File: config.mk
export PLATFORM = sky130hd
export DESIGN_NAME = fdc_port_regs
export DESIGN_NICKNAME = d
export VERILOG_FILES = /design/src/rtl/fdc_port_pkg.sv /design/src/rtl/fdc_drive_regs.sv /design/src/rtl/fdc_sense_build.sv /design/src/rtl/fdc_port_regs.sv
export SDC_FILE = /design/constraint.sdc
export NUM_CORES = 1
export LEC_CHECK = 0
export CAP_MARGIN = 30
export CORE_ASPECT_RATIO = 1.2
export CORE_MARGIN = 3
export CORE_UTILIZATION = 52
export DETAILED_ROUTE_END_ITERATION = 16
export GPL_TIMING_DRIVEN = 0
export PLACE_DENSITY = 0.83
export SLEW_MARGIN = 10
export SYNTH_ARGS = -nofsm -noshare
export SYNTH_HDL_FRONTEND = slang
export SYNTH_SLANG_ARGS = --single-unit
File: constraint.sdc
create_clock -name clk -period 3.1 [get_ports clk]
set_input_delay 0.62 -clock clk [delete_from_list [all_inputs] [get_ports clk]]
set_output_delay 0.62 -clock clk [all_outputs]
set_load 0.01 [all_outputs]
File: src/rtl/fdc_port_pkg.sv
package fdc_port_pkg;

  localparam int ADDR_W = 3;
  localparam int BYTE_W = 8;
  localparam int SEL_W  = 2;
  localparam int SENSE_SLOTS = 4;

  typedef enum logic [ADDR_W-1:0] {
    A_HD_SIDE   = 3'd0,
    A_HD_DRIVE  = 3'd1,
    A_HD_SENSE  = 3'd2,
    A_HD_STATUS = 3'd3,
    A_DD_SIDE   = 3'd4,
    A_DD_DRIVE  = 3'd5,
    A_DD_STATUS = 3'd6,
    A_UNMAPPED  = 3'd7
  } fdc_addr_e;

  localparam logic [BYTE_W-1:0] HD_DRIVE_RST = 8'h00;
  localparam logic [BYTE_W-1:0] DD_DRIVE_RST = 8'h80;
  localparam logic [BYTE_W-1:0] IDLE_READ    = 8'hFF;

  // Controller status byte: request on top, interrupt just below.
  function automatic logic [BYTE_W-1:0] status_byte(input logic irq, input logic drq);
    status_byte = {drq, irq, {(BYTE_W-2){1'b0}}};
  endfunction

endpackage

File: src/rtl/fdc_drive_regs.sv
module fdc_drive_regs
  import fdc_port_pkg::*;
#(
  parameter logic [BYTE_W-1:0] DRIVE_RESET = 8'h00,
  parameter bit                MOTOR_INVERT = 1'b0
) (
  input  logic              clk,
  input  logic              rst,
  input  logic              side_we,
  input  logic              drive_we,
  input  logic [BYTE_W-1:0] wdata,
  output logic [BYTE_W-1:0] side_q,
  output logic [BYTE_W-1:0] drive_q,
  output logic              side_o,
  output logic [SEL_W-1:0]  sel_o,
  output logic              motor_o
);

  localparam int MOTOR_BIT = BYTE_W - 1;
  localparam logic MOTOR_RST = DRIVE_RESET[MOTOR_BIT] ^ MOTOR_INVERT;

  always_ff @(posedge clk) begin
    if (rst) begin
      side_q <= '0;
      side_o <= 1'b0;
    end else if (side_we) begin
      side_q <= wdata;
      side_o <= wdata[0];
    end
  end

  always_ff @(posedge clk) begin
    if (rst) begin
      drive_q <= DRIVE_RESET;
      sel_o   <= DRIVE_RESET[SEL_W-1:0];
      motor_o <= MOTOR_RST;
    end else if (drive_we) begin
      drive_q <= wdata;
      sel_o   <= wdata[SEL_W-1:0];
      motor_o <= wdata[MOTOR_BIT] ^ MOTOR_INVERT;
    end
  end

endmodule

File: src/rtl/fdc_sense_build.sv
module fdc_sense_build
  import fdc_port_pkg::*;
#(
  parameter int NUM_DRIVES = 4
) (
  input  logic [NUM_DRIVES-1:0] present,
  input  logic [NUM_DRIVES-1:0] rpm300,
  input  logic [NUM_DRIVES-1:0] two_side,
  input  logic [SEL_W-1:0]      sel,
  input  logic                  motor_on,
  output logic [BYTE_W-1:0]     sense
);

  logic [SENSE_SLOTS-1:0] pres_w;
  logic [SENSE_SLOTS-1:0] rpm_w;
  logic [SENSE_SLOTS-1:0] dbl_w;

  for (genvar i = 0; i < SENSE_SLOTS; i++) begin : g_slot
    if (i < NUM_DRIVES) begin : g_live
      assign pres_w[i] = present[i];
      assign rpm_w[i]  = rpm300[i];
      assign dbl_w[i]  = present[i] & two_side[i];
    end else begin : g_pad
      assign pres_w[i] = 1'b0;
      assign rpm_w[i]  = 1'b0;
      assign dbl_w[i]  = 1'b0;
    end
  end

  always_comb begin
    sense      = '0;
    sense[3:0] = motor_on ? pres_w : '0;
    sense[5]   = rpm_w[sel];
    sense[6]   = 1'b1;
    sense[7]   = dbl_w[sel];
  end

endmodule

File: src/rtl/fdc_port_regs.sv
module fdc_port_regs
  import fdc_port_pkg::*;
#(
  parameter int NUM_DRIVES = 4
) (
  input  logic                  clk,
  input  logic                  rst,
  input  logic [2:0]            bus_addr,
  input  logic                  bus_wr,
  input  logic [7:0]            bus_wdata,
  output logic [7:0]            bus_rdata,
  input  logic [NUM_DRIVES-1:0] hd_present,
  input  logic [NUM_DRIVES-1:0] hd_rpm300,
  input  logic [NUM_DRIVES-1:0] hd_two_side,
  input  logic                  hd_irq,
  input  logic                  hd_drq,
  input  logic                  dd_irq,
  input  logic                  dd_drq,
  output logic                  hd_side,
  output logic [1:0]            hd_drive_sel,
  output logic                  hd_motor_on,
  output logic                  dd_side,
  output logic [1:0]            dd_drive_sel,
  output logic                  dd_motor_on
);

  fdc_addr_e addr_e;
  assign addr_e = fdc_addr_e'(bus_addr);

  logic hd_side_we, hd_drive_we, dd_side_we, dd_drive_we;
  assign hd_side_we  = bus_wr && (addr_e == A_HD_SIDE);
  assign hd_drive_we = bus_wr && (addr_e == A_HD_DRIVE);
  assign dd_side_we  = bus_wr && (addr_e == A_DD_SIDE);
  assign dd_drive_we = bus_wr && (addr_e == A_DD_DRIVE);

  logic [BYTE_W-1:0] hd_side_q, hd_drive_q, dd_side_q, dd_drive_q;
  logic [BYTE_W-1:0] hd_sense;

  fdc_drive_regs #(
    .DRIVE_RESET (HD_DRIVE_RST),
    .MOTOR_INVERT(1'b1)
  ) u_hd_regs (
    .clk     (clk),
    .rst     (rst),
    .side_we (hd_side_we),
    .drive_we(hd_drive_we),
    .wdata   (bus_wdata),
    .side_q  (hd_side_q),
    .drive_q (hd_drive_q),
    .side_o  (hd_side),
    .sel_o   (hd_drive_sel),
    .motor_o (hd_motor_on)
  );

  fdc_drive_regs #(
    .DRIVE_RESET (DD_DRIVE_RST),
    .MOTOR_INVERT(1'b0)
  ) u_dd_regs (
    .clk     (clk),
    .rst     (rst),
    .side_we (dd_side_we),
    .drive_we(dd_drive_we),
    .wdata   (bus_wdata),
    .side_q  (dd_side_q),
    .drive_q (dd_drive_q),
    .side_o  (dd_side),
    .sel_o   (dd_drive_sel),
    .motor_o (dd_motor_on)
  );

  fdc_sense_build #(
    .NUM_DRIVES(NUM_DRIVES)
  ) u_sense (
    .present (hd_present),
    .rpm300  (hd_rpm300),
    .two_side(hd_two_side),
    .sel     (hd_drive_sel),
    .motor_on(hd_motor_on),
    .sense   (hd_sense)
  );

  logic [BYTE_W-1:0] rd_mux;

  always_comb begin
    unique case (addr_e)
      A_HD_SIDE:   rd_mux = hd_side_q;
      A_HD_DRIVE:  rd_mux = hd_drive_q;
      A_HD_SENSE:  rd_mux = hd_sense;
      A_HD_STATUS: rd_mux = status_byte(hd_irq, hd_drq);
      A_DD_SIDE:   rd_mux = dd_side_q;
      A_DD_DRIVE:  rd_mux = dd_drive_q;
      A_DD_STATUS: rd_mux = status_byte(dd_irq, dd_drq);
      default:     rd_mux = IDLE_READ;
    endcase
  end

  always_ff @(posedge clk) begin
    if (rst) bus_rdata <= '0;
    else     bus_rdata <= rd_mux;
  end

endmodule

==> results.tsv, run 1 <==
stage	metric	value	unit
run_status	status	completed	
critical_path	CP max stage delay	0.52	ns
clock_network	clk sink count	41	
synthesis	post-synthesis instance total	218	
placement	Port Buffer Count	42	
critical_path	Worst setup EP type	primary output	
clock_network	worst-case clock buffer depth	2	
grt	first-pass GRT wire length	7550	um
routing	vias per cell	5.55	
cells_and_area	Layout Utilization	71.8	%
routing	Detail Route Antenna Nets	0	
synthesis	Cell Area, Synth	0.00189	mm2
placement	RePlAce Congestion	0.799	
timing	setup violators final	0	
floorplan	IO Pins	46	
critical_path	CP Class	reg2out	
cells_and_area	share of cells above drive strength 1	13.1	%
synthesis	largest family of logic cells by synthesized area	simple AND/OR/NAND/NOR gates	
critical_path	startpoint types	register	
grt	vias in the first global route	1570	
clock_network	clk root buf	clkbuf_8	
routing	Pre-Repair DR Iteration Count	5	
synthesis	post-synthesis mux area share	9.59	%
synthesis	YS warnings	0	
placement	Final HPWL DP	3330	um
synthesis	Area contributors post-synth	dfxtp_1 43%, nand2_1 14%, a21oi_1 11%	
routing	Iter 0 DRT Violations	70	
flow_run	Max Cap Viol	0	
timing	Layout Skew	0.00589	ns
timing	setup_tns	0	ns
timing	max-slew violations	0	
synthesis	Synth Net Count	248	
routing	Avg WL per Cell	15.3	um
synthesis	XOR/XNOR share of the synthesized area	0	%
synthesis	Yosys cell types	35	
cells_and_area	final-stage net count	297	
critical_path	CP top delay family	buffers and inverters	
synthesis	share of the synthesized area in the top cell type	43.4	%
critical_path	CP max stage cell	clkdlybuf4s50_1	
synthesis	adder-cell share of the synthesized area	0	%
grt	GRT overflow	0	
timing	worst slew pin tran	0.580	ns
worst_hold_path	Min-Delay Path Class	reg2reg	
pwr	PwrDens	442	mW/mm2
routing	Total Wirelength	4680	um
floorplan	Die Y	72.1	um
cells_and_area	final instance area	0.00246	mm2
grt	gr usage total	23.0	%
critical_path	Buf/Inv on CP	2	
synthesis	sequential share of the synthesized area	43.4	%
grt	largest net degree at the start of global routing	13	
clock_network	CTS clk-pin slew, worst paths	0.08	ns
cells_and_area	# diodes	0	
clock_network	hold_buf cts	0	
clock_network	CTS tree	done	
critical_path	critical path cell sequence	buf_4 > clkdlybuf4s50_1	
timing	fmax	478	MHz
critical_path	worst path arrival time	1.47	ns
floorplan	# rows	23	
synthesis	Simple-Gate Fraction of Synth Area	25.5	%
floorplan	Die Width	61.1	um
routing	DR DRC count	0	
synthesis	area leader, netlist	dfxtp_1	
synthesis	Mapped Avg Cell Area	8.68	um2
pwr	Leak	0.861	nW
floorplan	Initial Util	55.2	%
clock_network	Num CTS Buffers	5	
clock_network	clock latency on the worst-skew pair	0.29	ns
cells_and_area	area grow syn2layout	30.0	%
critical_path	worst-path fanout max	8	
placement	Placed Area	0.00236	mm2
clock_network	H-tree depth	2	
timing	Max-slew headroom	61.3	%
critical_path	Critical Path RT	2.48	ns
timing	final period utilization	67.5	%
clock_network	buffers inserted by post-CTS timing repair	0	
synthesis	Yosys reg bits	41	
timing	unrepaired setup endpoints after global routing	false	
routing	vias after detailed routing	1694	
clock_network	post_cts resized	0	
floorplan	core area	0.00342	mm2
timing	final hold viol count	0	
pwr	VDD IR max	426	uV
synthesis	post-synthesis compound-gate area fraction	14.7	%
floorplan	die area	0.00440	mm2
timing	post-route minimum period	2.09	ns
grt	initial antenna violation count	0	
-- final cells by class --
cell class / count / area [um2]
Fill cell: 282 / 965
Multi-Input combinational cell: 160 / 942
Sequential cell: 41 / 821
Timing Repair Buffer: 42 / 420
Buffer: 16 / 125
Clock buffer: 7 / 96.3
Tap cell: 37 / 46.3
Clock inverter: 1 / 5.00
Inverter: 1 / 3.75
-- layer usage --
metal	part of all wire [%]	GRT usage [%]
met1	41	28.2
met2	50	37.9
met3	7.3	5.87
met5	0	0
met4	1.9	8.67
-- report_power, final --
| group | internal [W] | switching [W] |
|---|---|---|
| Sequential | 0.000542 | 0.00000692 |
| Clock | 0.000201 | 0.000182 |
| Combinational | 0.0000812 | 0.0000732 |
-- Yosys cell counts --
cell and n:
nand2_4 1, dfxtp_1 41, o211ai_1 2, nor2b_2 1, nor3_4 1, buf_12 1
nand2b_1 4, o2bb2ai_1 1, o311ai_1 1, mux4_1 1, buf_6 4, nor3_1 4
and2b_2 1, or2_1 1, nor2_2 2, nand3b_1 1, nand2b_4 1, clkbuf_1 6
o21ai_0 2, a21oi_1 40, mux2i_1 2, a311o_1 1, and2_2 1, nand2_1 69
nor2_1 6, nand3_1 3, nor3_2 1, inv_1 1, buf_4 5, nor2_4 2
o221ai_1 1, a211o_1 1, mux4_2 6, nor3b_1 2, o2111ai_1 1
-- placed cells by master, fill, tap and decap left out --
master           synthesis  final
dfxtp_1                 41     41
clkdlybuf4s50_1          0     42
buf_6                    4      4
inv_1                    1      1
nor3b_1                  2      2
o311ai_1                 1      1
clkbuf_1                 6      6
mux2i_1                  2      2
o211ai_1                 2      2
nor2_1                   6      6
mux4_2                   6      6
clkbuf_8                 0      7
nor2_4                   2      2
nand2b_1                 4      4
and2b_2                  1      1
nor2b_2                  1      1
and2_2                   1      1
clkinv_2                 0      1
mux4_1                   1      1
nor3_4                   1      1
nand2_1                 69     69
a311o_1                  1      1
nor3_1                   4      4
buf_12                   1      1
nand2b_4                 1      1
a21oi_1                 40     40
nor2_2                   2      2
nand2_4                  1      1
nand3b_1                 1      1
buf_4                    5      5
a211o_1                  1      1
nand3_1                  3      3
or2_1                    1      1
o2bb2ai_1                1      1
o2111ai_1                1      1
o221ai_1                 1      1
o21ai_0                  2      2
nor3_2                   1      1
-- flip-flops by register name, summed over array words and instances (netlist names) --
signal,count
bus_rdata,8
u_dd_regs.drive_q,8
u_dd_regs.side_q,8
u_hd_regs.drive_q,7
u_hd_regs.motor_o,1
u_hd_regs.sel_o,1
u_hd_regs.side_q,8
-- logic make-up (layout without fill, tap and decap cells) --
logic type,after synthesis,after routing
AOI/OAI and AO/OA,50,50
buffers and inverters,17,67
DFF,41,41
muxes,9,9
and+or+nand+nor,101,101
-- path summary, 6_finish.rpt --
check	depth (start not counted)	to	slack, ns	start
worst max-delay path	2	hd_drive_sel[0]	1.01	u_hd_regs.sel_o[0]
worst min-delay path	2	u_dd_regs.side_q[3]	0.46	u_dd_regs.side_q[3]
worst max register to register	3	bus_rdata[5]	1.66	u_hd_regs.sel_o[0]
worst min register to register	2	u_dd_regs.side_q[3]	0.46	u_dd_regs.side_q[3]
-- metrics by stage --
step                std cells  hold slack [ns]  power (W)  worst slack, ns
detailed placement        297            0.447   0.000715            0.942
CTS                       305            0.457    0.00109             1.00
global route              305            0.476    0.00113            0.942
finish                    305            0.456    0.00109             1.01
global placement          297            0.439   0.000713            0.951
floorplan                 218            0.432   0.000640             1.56
-- tightest hold or removal path, cell delays in order, from the launching register on --
cell     delay, ns
dfxtp_1       0.31
nand2_1       0.05
a21oi_1       0.05
No activity file was read; power rests on OpenSTA's default activity.
==> run 2: changes to the inputs <==
CORE_UTILIZATION = 49   (was 52)
PLACE_DENSITY = 0.79   (was 0.83)
clock period = 2.05 ns   (was 3.1 ns; I/O delays follow)
==> run 2 against run 1 <==
Design area grew 1.4%. Flip-flop and latch count did not move. Total power grew 61%. Core utilization is 3.8 points lower. Critical path type unchanged. Critical endpoint unchanged.
==> results.tsv, run 2 (synthesized netlist as in run 1, its figures left out) <==
stage	metric	value	unit	change
run_status	status	completed		
timing	setup_tns	0	ns	unchanged
routing	DR DRC count	0		unchanged
routing	Detail Route Antenna Nets	0		unchanged
clock_network	CTS tree	done		
cells_and_area	most frequent cells in the layout	69 x nand2_1, 42 x clkdlybuf4s50_1, 41 x dfxtp_1		
clock_network	Num CTS Buffers	5		unchanged
grt	busiest layer in global routing	met2		
routing	Pre-Repair DR Iteration Count	4		-1
routing	Total Wirelength	4800	um	+2.7%
cells_and_area	share of cells above drive strength 1	12.7	%	-0.37 points
clock_network	post_cts resized	0		unchanged
critical_path	reg2reg start	u_hd_regs.sel_o[0]		
floorplan	core area	0.00366	mm2	+7.0%
clock_network	clk sink count	41		unchanged
grt	GR Util met2	39.2	%	+1.3 points
clock_network	clk root buf	clkbuf_8		
grt	first-pass GRT wire length	7730	um	+2.5%
grt	GRT overflow	0		unchanged
clock_network	worst-case clock buffer depth	2		unchanged
timing	unrepaired setup endpoints after global routing	false		
clock_network	CTS clk-pin slew, worst paths	0.08	ns	about the same
routing	Iter 0 DRT Violations	87		+24%
critical_path	Critical Path RT	1.64	ns	-0.84 ns
timing	final hold viol count	0		unchanged
critical_path	worst reg2reg path depth	3		unchanged
pwr	PwrDens	701	mW/mm2	+59%
routing	vias after detailed routing	1718		+1.4%
critical_path	worst path arrival time	1.47	ns	about the same
cells_and_area	Storage cell area	821	um2	unchanged
floorplan	Die Y	74.1	um	+2.8%
pwr	Leak	0.866	nW	+0.49%
cells_and_area	# fillers	323		+15%
floorplan	Initial Util	51.6	%	-3.6 points
clock_network	buffers inserted by post-CTS timing repair	0		unchanged
worst_hold_path	Min-Delay Path Class	in2reg		
grt	largest net degree at the start of global routing	13		unchanged
critical_path	reg2reg setup slack	0.60	ns	-1.06 ns
cells_and_area	area grow syn2layout	31.8	%	
worst_hold_path	Hold EP	u_hd_regs.motor_o		
placement	Port Buffer Count	42		unchanged
timing	final period utilization	91.8	%	
critical_path	worst-path fanout max	8		unchanged
cells_and_area	area used by multi-input combinational logic	942	um2	unchanged
cells_and_area	final-stage net count	297		unchanged
timing	worst slew pin tran	0.559	ns	-0.0212 ns
floorplan	IO Pins	46		unchanged
grt	vias in the first global route	1663		+5.9%
floorplan	Die Width	62.7	um	+2.7%
timing	Layout Skew	0.00511	ns	-0.000780 ns
critical_path	Worst setup EP type	primary output		
timing	setup violators final	0		unchanged
routing	vias per cell	5.37		-3.3%
pwr	Total Power Consumption	0.00175	W	+61%
placement	post-placement cell count	312		+5.1%
critical_path	CP Class	reg2out		
cells_and_area	# diodes	0		unchanged
grt	M1 GR Usage	24.2	%	-3.9 points
placement	RePlAce Congestion	0.819		+2.6%
placement	Final HPWL DP	3310	um	-0.54%
cells_and_area	commonest non-fill, non-tap cell in the layout	nand2_1		
floorplan	die area	0.00465	mm2	+5.6%
critical_path	Crit. Startpoint	u_hd_regs.sel_o[0]		
timing	fmax	531	MHz	
clock_network	H-tree depth	2		unchanged
timing	post-route minimum period	1.88	ns	
floorplan	# rows	24		+4.3%
clock_network	clock latency on the worst-skew pair	0.30	ns	about the same
cells_and_area	Finished Layout Cells	320		+4.9%
flow_run	Max Cap Viol	0		unchanged
critical_path	startpoint types	register		
worst_hold_path	hold_sp	rst		
timing	max-slew violations	0		unchanged
pwr	VDD IR max	577	uV	+35%
timing	Max-slew headroom	62.8	%	+1.4 points
routing	Avg WL per Cell	15.0	um	-2.1%
grt	gr usage total	21.8	%	-1.1 points
timing	Hold Slack	0.422	ns	-0.0344 ns
grt	initial antenna violation count	0		unchanged
clock_network	hold_buf cts	0		unchanged
grt	grt met3 use	6.34	%	+0.47 points
worst_hold_path	WHS Path Cells	2		unchanged
critical_path	worst r2r dst	bus_rdata[5]		
run 2: cell count changes in the layout (fill, tap and decap cells not counted):
cell,delta
clkinv_2,-1
clkbuf_8,-1
bufinv_16,+1
clkbuf_1,+1
run 2: worst max path at each step:
stage | to | cells past startpoint
floorplan | bus_rdata[0] | 4
detailed placement | u_dd_regs.drive_q[4] | 6
CTS | hd_drive_sel[0] | 2
global route | hd_drive_sel[0] | 2
finish | hd_drive_sel[0] | 2
global placement | u_dd_regs.drive_q[1] | 6
run 2: layout make-up:
| class | count | area share [%] |
|---|---|---|
| Multi-Input combinational cell | 160 | 37.8 |
| Sequential cell | 41 | 32.9 |
| Clock inverter | 1 | 1.20 |
| Buffer | 16 | 5.02 |
| Inverter | 1 | 0.151 |
| Timing Repair Buffer | 42 | 16.9 |
| Clock buffer | 7 | 3.46 |
| Tap cell | 52 | 2.61 |
run 2: layer usage:
layer | part of all wire [%] | wire, um
met5 | 0 | 0
met4 | 1.6 | 76
met3 | 7.1 | 342
met2 | 50 | 2400
met1 | 41 | 1980
run 2: critical path, stage by stage (launching register included):
cell,delay (ns)
dfxtp_1,0.49
buf_4,0.16
clkdlybuf4s50_1,0.52
run 2: report_power, final:
| part | total, W | leakage, nW | switching (W) | internal (W) |
|---|---|---|---|---|
| registers | 0.000829 | 0.333 | 0.0000105 | 0.000819 |
| logic | 0.000235 | 0.474 | 0.000112 | 0.000123 |
| clock network | 0.000684 | 0.0585 | 0.000287 | 0.000397 |
run 2: per-stage QoR:
stage	util (%)	area [um2]	setup WS [ns]
after global placement	64.9	2380	0.108
after floorplan	-	1890	0.725
after global routing	68.1	2490	0.107
after CTS	68.1	2490	0.163
after detailed placement	64.9	2380	0.0692
final	68.1	2490	0.167
==> run 3: changes to the inputs <==
SKIP_CTS_REPAIR_TIMING = 1   (was unset)
==> results of run 3 <==
No change in the layout: final DEF, timing and power equal those of run 2.
